==> src/rtl/prio_arb_pkg.sv <==
package prio_arb_pkg;

  // Circular successor of an index in a ring of n entries.
  function automatic int unsigned ring_next(input int unsigned idx, input int unsigned n);
    return (idx + 1 >= n) ? 0 : idx + 1;
  endfunction

endpackage

==> src/rtl/prio_level_filter.sv <==
module prio_level_filter #(
  parameter int N_REQ  = 4,
  parameter int PRIO_W = 2,
  parameter logic [N_REQ*PRIO_W-1:0] REQ_PRIO = '0
) (
  input  logic [N_REQ-1:0]  req_i,
  output logic [N_REQ-1:0]  top_mask_o,
  output logic [PRIO_W-1:0] top_level_o
);
  localparam int NLVL = 1 << PRIO_W;

  logic [N_REQ-1:0] lvl_mask [NLVL];

  for (genvar gl = 0; gl < NLVL; gl++) begin : g_lvl
    for (genvar gi = 0; gi < N_REQ; gi++) begin : g_req
      assign lvl_mask[gl][gi] = req_i[gi] && (REQ_PRIO[gi*PRIO_W +: PRIO_W] == PRIO_W'(gl));
    end
  end

  // Ascending scan: the last non-empty level seen is the highest.
  always_comb begin
    top_mask_o  = '0;
    top_level_o = '0;
    for (int l = 0; l < NLVL; l++) begin
      if (|lvl_mask[PRIO_W'(l)]) begin
        top_mask_o  = lvl_mask[PRIO_W'(l)];
        top_level_o = PRIO_W'(l);
      end
    end
  end

endmodule

==> src/rtl/rr_select.sv <==
module rr_select #(
  parameter int N_REQ = 4,
  parameter int IDX_W = 2
) (
  input  logic [N_REQ-1:0] cand_i,
  input  logic [IDX_W-1:0] ptr_i,
  output logic [N_REQ-1:0] pick_vec_o,
  output logic [IDX_W-1:0] pick_idx_o
);
  logic             found;
  logic [IDX_W-1:0] pos;

  always_comb begin
    pick_vec_o = '0;
    pick_idx_o = '0;
    found      = 1'b0;
    pos        = '0;
    for (int k = 0; k < N_REQ; k++) begin
      pos = IDX_W'((int'(ptr_i) + k) % N_REQ);
      if (!found && cand_i[pos]) begin
        found           = 1'b1;
        pick_vec_o[pos] = 1'b1;
        pick_idx_o      = pos;
      end
    end
  end

endmodule

==> src/rtl/prio_rr_arbiter.sv <==
module prio_rr_arbiter #(
  parameter int N_REQ  = 4,
  parameter int PRIO_W = 2,
  parameter logic [N_REQ*PRIO_W-1:0] REQ_PRIO = 8'h11
) (
  input  logic             clk,
  input  logic             rst,
  input  logic [N_REQ-1:0] req_i,
  input  logic             grant_ready_i,
  output logic [N_REQ-1:0] grant_o
);
  import prio_arb_pkg::*;

  localparam int IDX_W = (N_REQ > 1) ? $clog2(N_REQ) : 1;

  logic [IDX_W-1:0]  ptr_q;
  logic              lock_q;
  logic [N_REQ-1:0]  lock_vec_q;
  logic [IDX_W-1:0]  lock_idx_q;

  logic [N_REQ-1:0]  top_mask;
  logic [PRIO_W-1:0] top_level;
  logic [N_REQ-1:0]  pick_vec;
  logic [IDX_W-1:0]  pick_idx;
  logic              hold;
  logic [IDX_W-1:0]  win_idx;
  logic              xfer;

  prio_level_filter #(
    .N_REQ(N_REQ), .PRIO_W(PRIO_W), .REQ_PRIO(REQ_PRIO)
  ) u_filter (
    .req_i(req_i), .top_mask_o(top_mask), .top_level_o(top_level)
  );

  rr_select #(
    .N_REQ(N_REQ), .IDX_W(IDX_W)
  ) u_rr (
    .cand_i(top_mask), .ptr_i(ptr_q), .pick_vec_o(pick_vec), .pick_idx_o(pick_idx)
  );

  // A lock survives only while its owner still requests.
  assign hold    = lock_q && |(lock_vec_q & req_i);
  assign grant_o = hold ? lock_vec_q : pick_vec;
  assign win_idx = hold ? lock_idx_q : pick_idx;
  assign xfer    = (|grant_o) && grant_ready_i;

  always_ff @(posedge clk) begin
    if (rst) begin
      ptr_q      <= '0;
      lock_q     <= 1'b0;
      lock_vec_q <= '0;
      lock_idx_q <= '0;
    end else begin
      lock_q     <= (|grant_o) && !grant_ready_i;
      lock_vec_q <= grant_o;
      lock_idx_q <= win_idx;
      if (xfer) ptr_q <= IDX_W'(ring_next(int'(win_idx), N_REQ));
    end
  end

  // Priority level of the current grant, for checking only.
  logic [PRIO_W-1:0] grant_level;
  always_comb begin
    grant_level = '0;
    for (int i = 0; i < N_REQ; i++)
      if (grant_o[IDX_W'(i)]) grant_level = REQ_PRIO[i*PRIO_W +: PRIO_W];
  end


  grant_onehot_chk: assert property (@(posedge clk) disable iff (rst)
    $onehot0(grant_o));


  grant_subset_chk: assert property (@(posedge clk) disable iff (rst)
    (grant_o & ~req_i) == '0);


  idle_zero_chk: assert property (@(posedge clk) disable iff (rst)
    (req_i == '0) |-> (grant_o == '0));


  top_level_chk: assert property (@(posedge clk) disable iff (rst)
    (!hold && (|grant_o)) |-> (grant_level == top_level));


  hold_grant_chk: assert property (@(posedge clk) disable iff (rst)
    ((|grant_o) && !grant_ready_i) |=>
      ((grant_o == $past(grant_o)) || ((req_i & $past(grant_o)) == '0)));


  ptr_stable_chk: assert property (@(posedge clk) disable iff (rst)
    !xfer |=> $stable(ptr_q));


  no_bubble_chk: assert property (@(posedge clk) disable iff (rst)
    (|req_i) |-> (|grant_o));

endmodule

==> config.mk <==
export PLATFORM = sky130hd
export DESIGN_NAME = prio_rr_arbiter
export DESIGN_NICKNAME = d
export VERILOG_FILES = /design/src/rtl/prio_arb_pkg.sv /design/src/rtl/prio_level_filter.sv /design/src/rtl/rr_select.sv /design/src/rtl/prio_rr_arbiter.sv
export SDC_FILE = /design/constraint.sdc
export NUM_CORES = 1
export LEC_CHECK = 0
export CORE_ASPECT_RATIO = 1.5
export CORE_MARGIN = 4
export CORE_UTILIZATION = 44
export DETAILED_ROUTE_END_ITERATION = 10
export PLACE_DENSITY_LB_ADDON = 0.12
export SETUP_SLACK_MARGIN = 0.4
export SLEW_MARGIN = 20
export SYNTH_ARGS = -nofsm -noshare
export SYNTH_HDL_FRONTEND = slang
export SYNTH_SLANG_ARGS = --single-unit
==> constraint.sdc <==
create_clock -name clk -period 4 [get_ports clk]
set_clock_uncertainty 0.2 [all_clocks]
set_input_delay 0.4 -clock clk [delete_from_list [all_inputs] [get_ports clk]]
set_output_delay 0.4 -clock clk [all_outputs]
set_load 0.02 [all_outputs]
# [Yosys cells after proc, flatten, opt, wreduce, memory -nomap -nowiden]
# Index checks and enable logic that the tools add are counted.
[word_totals] ff_bits=9 latch_bits=0 ram_bits=0 romBits=0 in_bits=7 out_inout_bits=4 elab_cells=71 n_memories=0
[op_classes] n_addsub=4 mul=0 div=0 n_lt_le_gt_ge=9 eq_ne=0 shift=0 mux=32 n_bitwise=4 reduce_logical=18
[op_table] operator="4-bit 2-to-1 mux" count=7
[op_table] operator="2-bit by 3-bit < comparator with 1-bit output (second input constant)" count=4
[op_table] operator="2-bit 2-to-1 mux" count=6
[op_table] operator="4-bit OR" count=3
[op_table] operator="1-bit 2-to-1 mux" count=11
[op_table] operator="1-bit logical AND" count=10
[op_table] operator="1-bit binary-select mux with 2-bit select" count=4
[op_table] operator="1-bit demux with 2-bit select" count=4
[op_table] operator="2-bit by 1-bit greater-or-equal comparator with 1-bit output (second input constant)" count=4
[op_table] operator="4-bit OR reduction" count=2
[op_table] operator="2-bit adder (second input constant)" count=2
[op_table] operator="4-bit bitwise AND" count=1
[op_table] operator="1-bit zero test" count=4
[op_table] operator="2-bit OR reduction" count=2
[op_table] operator="2-bit by 1-bit adder with 3-bit output (second input constant)" count=1
[op_table] operator="3-bit greater-or-equal comparator (second input constant)" count=1
[op_table] operator="2-bit by 1-bit adder with 2-bit output (second input constant)" count=1

# [Logic depth before layout (Yosys ltp)]
# Gate-level depths: netlist of run 1.
[logic_depth] ltp_word=19 depth_mapped=10 ltp_nobuf=8

# [Cells and area by module]
# Synthesis of run 1 repeated with hierarchy kept, for this count alone.
[hier_totals] cells_unflattened=110 area_unflattened_um2=945.9
[modules_own_cells] mod="rr_select" instances=1 cells_per_inst=65 area_per_inst_um2=489.2 seq_area_each_um2=0.0
[modules_own_cells] mod="prio_rr_arbiter" instances=1 cells_per_inst=38 area_per_inst_um2=416.6 seq_area_each_um2=180.2
[modules_own_cells] mod="prio_level_filter" instances=1 cells_per_inst=7 area_per_inst_um2=40.0 seq_area_each_um2=0.0

# [Least setup slack after synthesis of run 1]
# No wires, ideal clock.
[synth_path] path_kind="reg2reg" from="register ptr_q[1]" to="register ptr_q[0]" t_arrival_ns=2.860 required_time_ns=3.728 setup_slack_ns=0.868 stages_incl_launch_ff=11 synth_period_minus_slack_ns=3.132 path_cell_list="dfxtp_1 > clkbuf_1 > inv_1 > ha_1 > clkbuf_1 > mux2i_1 > o22ai_1 > a22oi_1 > a41oi_2 > o41ai_4 > mux2i_1"
[synth_between] word_cells_on_any_way=58 classes_between="4 x add/sub; 9 x order compare; 30 x mux; 3 x bitwise; 12 x reduce/logical"
[synth_lines] item="start, declared" line_no="prio_rr_arbiter.sv:16" text="logic [IDX_W-1:0] ptr_q;"
[synth_lines] item="start signal, assigned" line_no="prio_rr_arbiter.sv:57" text="if (xfer) ptr_q <= IDX_W'(ring_next(int'(win_idx), N_REQ));"
[synth_lines] item="parallel branches: the longest is 11 deep, another holds 2-bit by 3-bit < comparator with 1-bit output"
[synth_lines] item="4-bit 2-to-1 mux (*)" line_no="rr_select.sv:20" text="if (!found && cand_i[pos]) begin"
[synth_lines] item="4-bit 2-to-1 mux (*)" line_no="prio_rr_arbiter.sv:43" text="assign grant_o = hold ? lock_vec_q : pick_vec;"
[synth_lines] item="via grant_o[2]" line_no="prio_rr_arbiter.sv:10" text="output logic [N_REQ-1:0] grant_o"
[synth_lines] item="4-bit OR reduction (*)" line_no="prio_rr_arbiter.sv:45" text="assign xfer = (|grant_o) && grant_ready_i;"
[synth_lines] item="1-bit logical AND (*)" line_no="prio_rr_arbiter.sv:45"
# Mark *: on every way through the listed nets, which the timed path passes. The select of a mux whose other input is x is not followed.
# A chain may end at the register's enable or synchronous reset.

# [Final worst setup path of run 1]
[layout_path] from="input req_i[0]" to="output grant_o[3]"
[layout_between] elab_chain_cells=15 word_cells_on_any_way=30 classes_between="17 x mux; 4 x bitwise; 9 x reduce/logical"
[layout_lines] item="start, declared" line_no="prio_rr_arbiter.sv:8" text="input logic [N_REQ-1:0] req_i,"
[layout_lines] item="2-bit OR reduction" line_no="prio_level_filter.sv:25" text="if (|lvl_mask[PRIO_W'(l)]) begin"
[layout_lines] item="4-bit 2-to-1 mux" line_no="prio_level_filter.sv:25"
[layout_lines] item="1-bit binary-select mux with 2-bit select" line_no="rr_select.sv:20"
[layout_lines] item="1-bit 2-to-1 mux (implied by the code)" line_no="rr_select.sv:20"
[layout_lines] item="1-bit 2-to-1 mux" line_no="rr_select.sv:20"
[layout_lines] item="1-bit zero test" line_no="rr_select.sv:20"
[layout_lines] item="1-bit logical AND" line_no="rr_select.sv:20"
[layout_lines] item="1-bit 2-to-1 mux" line_no="rr_select.sv:20"
[layout_lines] item="1-bit zero test" line_no="rr_select.sv:20"
[layout_lines] item="1-bit logical AND" line_no="rr_select.sv:20"
[layout_lines] item="1-bit 2-to-1 mux" line_no="rr_select.sv:20"
[layout_lines] item="1-bit zero test" line_no="rr_select.sv:20"
[layout_lines] item="1-bit logical AND" line_no="rr_select.sv:20"
[layout_lines] item="4-bit 2-to-1 mux" line_no="rr_select.sv:20"
[layout_lines] item="4-bit 2-to-1 mux (*)" line_no="prio_rr_arbiter.sv:43"
[layout_lines] item="end, declared" line_no="prio_rr_arbiter.sv:10"
# Mark *: on every way between the ends. The rest lies on a longest branch, timed or not. The select of a mux whose other input is x is not followed.

==> results by group, run 1 <==
Critical path
  • Worst reg2reg path endpoint: ptr_q[1]
  • Reg2reg setup slack: 1.07 ns
  • Max FO, Critical Path: 11
  • Worst setup path class: in2out
  • End of the critical path: grant_o[3]
  • Crit path from: req_i[0]
  • Critical Path Start Type: input pin
  • FF-to-FF Start: ptr_q[0]
  • Critical Path RT: 3.40 ns
  • FF-to-FF path depth: 9
  • Crit end category: primary output
  • Critical Path AT: 2.89 ns

Pwr
  • Peak VDD IR: 0.540 mV
  • Power Dens Cells: 803 nW/µm²
  • Pleak: 0.402 nW

Final layout
  • Antenna diode count: 0
  • Most frequent cells in the layout: 9 x dfxtp_1, 7 x mux2i_1, 7 x ha_1, 7 x clkdlybuf4s50_1, 6 x nor2_1
  • Layout area overhead: 18.2%
  • Fraction of layout cells with a size suffix above 1: 0.178
  • Nets: 123
  • Non-filler instance count after layout: 128
  • Commonest non-fill, non-tap cell in the layout: dfxtp_1

Logic synthesis
  • FFs w/ async S/R, synth: 0
  • Prevailing post-synth register cell: dfxtp_1
  • Yosys warns: 0
  • Syn Inst Count: 97
  • Syn Area/Cell: 9.26 µm²
  • Synth unique cells: 36
  • Yosys reg bits: 9
  • Mapped Area: 898 µm²
  • Net Count, Synth: 112
  • Sequential area share after synthesis: 0.201
  • EDFF count, synth: 0

Floorplan
  • Core area: 1880 µm²
  • IO Count: 11
  • Die X: 44.9 µm
  • Die span in y: 63.3 µm
  • Initial core utilization: 0.478
  • Die area: 2840 µm²
  • Row count: 19

GRT
  • First-pass GRT wire length: 3420 µm
  • Via count of the first global-routing pass: 805
  • Initial antenna violation count: 0
  • Total GRT Usage: 0.153
  • Pin count of the biggest net entering global routing: 14
  • GRT overflow: 0

Timing
  • Worst Tran Pin Value: 0.516 ns
  • Fmax: 0.286 GHz
  • Fin crit share: 0.874
  • RSZ-0062 raised after global routing: yes
  • Total negative slack: 0 ns
  • Fin crit period: 3.49 ns
  • Relative max-transition margin: 0.653
  • Fin. max-slew vios: 0
  • Final setup vio count: 0
  • Final Hold Vio Count: 0

Clock network
  • Worst-path clk slew: 0.06 ns
  • Post CTS Setup Buffer Count: 0
  • Clk sink count: 9
  • Cts hold-fix bufs: 0
  • TritonCTS buffer count: 3
  • Clk_lat worst skew: 0.25 ns
  • CTS tree: done
  • Max Buffers Root-to-Sink: 2
  • CTS H-Tree Depth: 1
  • Root Buffer: clkbuf_4

Placement
  • I/O Buffers: 10
  • Final HPWL DP: 1500 µm
  • Placed insts: 124
  • GPL Wtd Cong: 0.853

Detailed routing
  • Routed WL: 1980 µm
  • Routed Antenna Nets: 0
  • First-pass iteration count of the detailed router: 4
  • DR WL/cell: 15.4 µm
  • Vias: 779
  • Vias per cell: 6.09
  • DRC violations left: 0
  • Initial DRC Count: 23

Hold path
  • Worst hold path class: reg2reg

Run
  • Max Cap Violations: 0

Status
  • Status: finished clean
## area by class of cell
class                           count  area, µm²
Tap cell                           21       26.3
Clock buffer                        4       26.3
Sequential cell                     9        180
Timing Repair Buffer               13        130
Fill cell                         170        816
Inverter                            2       7.51
Multi-Input combinational cell     79        692
## Yosys cell counts, drive strengths merged (3+ instances only)
cell	count	share of area
a21oi	4	0.022
a22oi	4	0.033
a41oi	4	0.072
buf	4	0.029
clkbuf	3	0.013
dfxtp	9	0.20
ha	8	0.11
mux2i	8	0.089
nand2	3	0.013
nand4	4	0.028
nor2	6	0.025
nor2b	5	0.035
o21ai	5	0.040
o22ai	3	0.021
## critical path, stage by stage
cell and delay [ns]:
clkdlybuf4s50_1 0.58, or4b_1 0.53, o31ai_1 0.16, o21ai_0 0.21, a41oi_2 0.35, clkdlybuf4s50_1 0.66
## routing by layer
metal / global-route usage / wire length (µm) / vias to the layer above
li1: - / - / 393
met1: 0.177 / 806 / 362
met2: 0.264 / 1070 / 18
met3: 0.0114 / 52 / 6
met4: 0.0842 / 42 / 0
met5: 0 / 0 / -
## power by group
| group | internal (mW) | total (mW) | switching (mW) |
|---|---|---|---|
| combinational | 0.290 | 0.637 | 0.347 |
| clock | 0.0383 | 0.0678 | 0.0295 |
| sequential | 0.126 | 0.148 | 0.0228 |
| total | 0.454 | 0.854 | 0.399 |
## cell families (layout without fill, tap and decap cells)
logic type,Yosys count,count (layout),synth area share
muxes,8,8,0.0891
DFF,9,9,0.201
adders and majority gates,8,8,0.111
xor gates and xnor gates,2,2,0.0195
and+or+nand+nor,30,30,0.201
buffers and inverters,9,19,0.0501
AOI/OAI and AO/OA,31,31,0.329
## state kept, by name (all words and copies together) (netlist names)
| signal | cells |
|---|---|
| lock_q | 1 |
| lock_vec_q | 4 |
| lock_idx_q | 2 |
| ptr_q | 2 |
## metrics by stage
stage	power, mW	worst slack, ns	utilization	instance area (µm²)	hold slack, ns
5_1_grt	0.926	0.321	0.566	1060	0.300
2_1_floorplan	0.603	0.868	-	898	0.244
6_report	0.854	0.505	0.566	1060	0.271
4_1_cts	0.845	0.407	0.555	1040	0.275
3_5_place_dp	0.768	0.381	0.538	1010	0.267
3_3_place_gp	0.773	0.414	0.538	1010	0.253
## how the worst min path moves through the flow
stage                  start       endpoint  slack (ns)  depth (start not counted)
2_1_floorplan  lock_idx_q[1]  lock_idx_q[1]        0.24                          2
3_3_place_gp   lock_idx_q[1]  lock_idx_q[1]        0.25                          2
3_5_place_dp   lock_idx_q[1]  lock_idx_q[1]        0.27                          2
4_1_cts        lock_idx_q[1]  lock_idx_q[1]        0.28                          2
5_1_grt        lock_idx_q[1]  lock_idx_q[1]        0.30                          2
6_report       lock_idx_q[1]  lock_idx_q[1]        0.27                          2
## timing repair
action | CTS | global route
endpoints found under the hold margin | 0 | 0
gates cloned | 0 | 0
endpoints found under the setup margin | 3 | 3
resized for setup | 1 | 6
Note: power is estimated with default switching activity, not from simulation.
==> inputs of run 2 (changes only) <==
Clock period 4 ns to 4.1 ns, I/O delays scaled along.
==> results by group, run 2 (synthesis results as in run 1) <==
Floorplan
  • Die X: 44.9 µm
  • Die span in y: 63.3 µm
  • Die area: 2840 µm²
  • Row count: 19
  • Initial core utilization: 0.478
  • Core area: 1880 µm²
  • IO Count: 11

GRT
  • Pin count of the biggest net entering global routing: 14
  • GRT overflow: 0
  • Via count of the first global-routing pass: 797
  • First-pass GRT wire length: 3530 µm
  • Initial antenna violation count: 0
  • Total GRT Usage: 0.160

Final layout
  • Filler Cells Inserted: 169
  • Nets: 122
  • Commonest non-fill, non-tap cell in the layout: dfxtp_1
  • Most frequent cells in the layout: 9 x dfxtp_1, 8 x mux2i_1, 8 x ha_1, 8 x clkdlybuf4s50_1, 6 x nor2_1
  • Reg with most FFs: lock_vec_q
  • Max FFs per register: 4
  • Top Registers: lock_vec_q: 4 flops, lock_idx_q: 2 flops, ptr_q: 2 flops
  • Fraction of layout cells with a size suffix above 1: 0.151
  • Layout area overhead: 16.4%
  • Antenna diode count: 0
  • Fin util: 0.557

Pwr
  • Switching share of power: 0.472
  • Peak VDD IR: 0.450 mV
  • Int Power: 431 µW
  • Psw: 385 µW
  • Pleak: 0.380 nW
  • Logic pwr share: 0.744
  • Tot Pwr: 816 µW
  • Power Dens Cells: 781 nW/µm²
  • Sequential power share: 0.176
  • Part of the power in the clock network: 0.080

Run
  • Max Cap Violations: 0

Detailed routing
  • First-pass iteration count of the detailed router: 4
  • Initial DRC Count: 8
  • DRC violations left: 0
  • Routed Antenna Nets: 0
  • Vias: 766
  • Routed WL: 1930 µm
  • DR WL/cell: 15.2 µm
  • Vias per cell: 6.03

Clock network
  • CTS H-Tree Depth: 1
  • Worst-path clk slew: 0.05 ns
  • Max Buffers Root-to-Sink: 2
  • Clk sink count: 9
  • Root Buffer: clkbuf_4
  • Clk_lat worst skew: 0.25 ns
  • TritonCTS buffer count: 3
  • Cts hold-fix bufs: 0
  • CTS tree: done
  • CTS resizes: 0
  • Post CTS Setup Buffer Count: 0

Placement
  • GPL Wtd Cong: 0.823
  • Final HPWL DP: 1500 µm
  • I/O Buffers: 10
  • Post-Place Worst Slack: 0.462 ns

Timing
  • Fin. max-slew vios: 0
  • Final setup vio count: 0
  • Relative max-transition margin: 0.672
  • RSZ-0062 raised after global routing: no
  • Final Hold Vio Count: 0
  • Fin crit share: 0.862
  • Fmax: 0.283 GHz
  • Worst Tran Pin Value: 0.488 ns
  • Final hold slack: 0.267 ns
  • Total negative slack: 0 ns
  • Fin crit period: 3.53 ns
  • Worst Setup Slack, final: 0.567 ns

Critical path
  • Crit end category: primary output
  • Max FO, Critical Path: 9
  • Critical Path RT: 3.49 ns
  • Critical Path Start Type: input pin
  • FF-to-FF Start: ptr_q[0]
  • Reg2reg setup slack: 1.26 ns
  • Crit path from: req_i[3]
  • Worst setup path class: in2out
  • Critical Path AT: 2.92 ns

Hold path
  • Worst hold path class: reg2reg
  • Min-delay src: lock_idx_q[1]

Status
  • Status: finished clean
[run 2: power by group through the flow]
stage               combinational, mW  sequential [mW]  clock, mW
detailed placement              0.598            0.146          0
global route                    0.664            0.149     0.0739
finish                          0.607            0.144     0.0650
CTS                             0.603            0.144     0.0687
global placement                0.595            0.146          0
floorplan                       0.441            0.147          0
[run 2: layout make-up]
type | instances | area, µm² | share of cell area
flip-flops and latches | 9 | 180 | 0.172
clock buffers | 4 | 26.3 | 0.0251
inverters | 2 | 7.51 | 0.00718
repair buffers | 12 | 120 | 0.115
multi-input cells | 79 | 686 | 0.656
well taps | 21 | 26.3 | 0.0251
[run 2: path summary, 6_finish.rpt]
check / end / cells past startpoint
max: grant_o[2] / 6
min: lock_idx_q[1] / 2
max reg2reg: ptr_q[1] / 8
min reg2reg: lock_idx_q[1] / 2
[run 2: per-stage QoR]
| stage | cell area (µm²) | std cells |
|---|---|---|
| 6_report | 1050 | 127 |
| 5_1_grt | 1050 | 127 |
| 4_1_cts | 1030 | 127 |
| 3_5_place_dp | 1000 | 123 |
| 3_3_place_gp | 1000 | 123 |
| 2_1_floorplan | 898 | 97 |
[run 2: critical path, cell delays in order]
cell and delay [ns]:
clkdlybuf4s50_1 0.66, or3b_1 0.38, a21oi_1 0.28, o21ai_0 0.16, a41oi_2 0.37, clkdlybuf4s50_1 0.67
[run 2: routing by layer]
metal	GRT usage	vias up	wire length, µm
met2	0.266	12	1070
met3	0.0171	2	41
met1	0.197	362	809
met5	0	-	0
met4	0.0769	0	17
li1	-	390	-
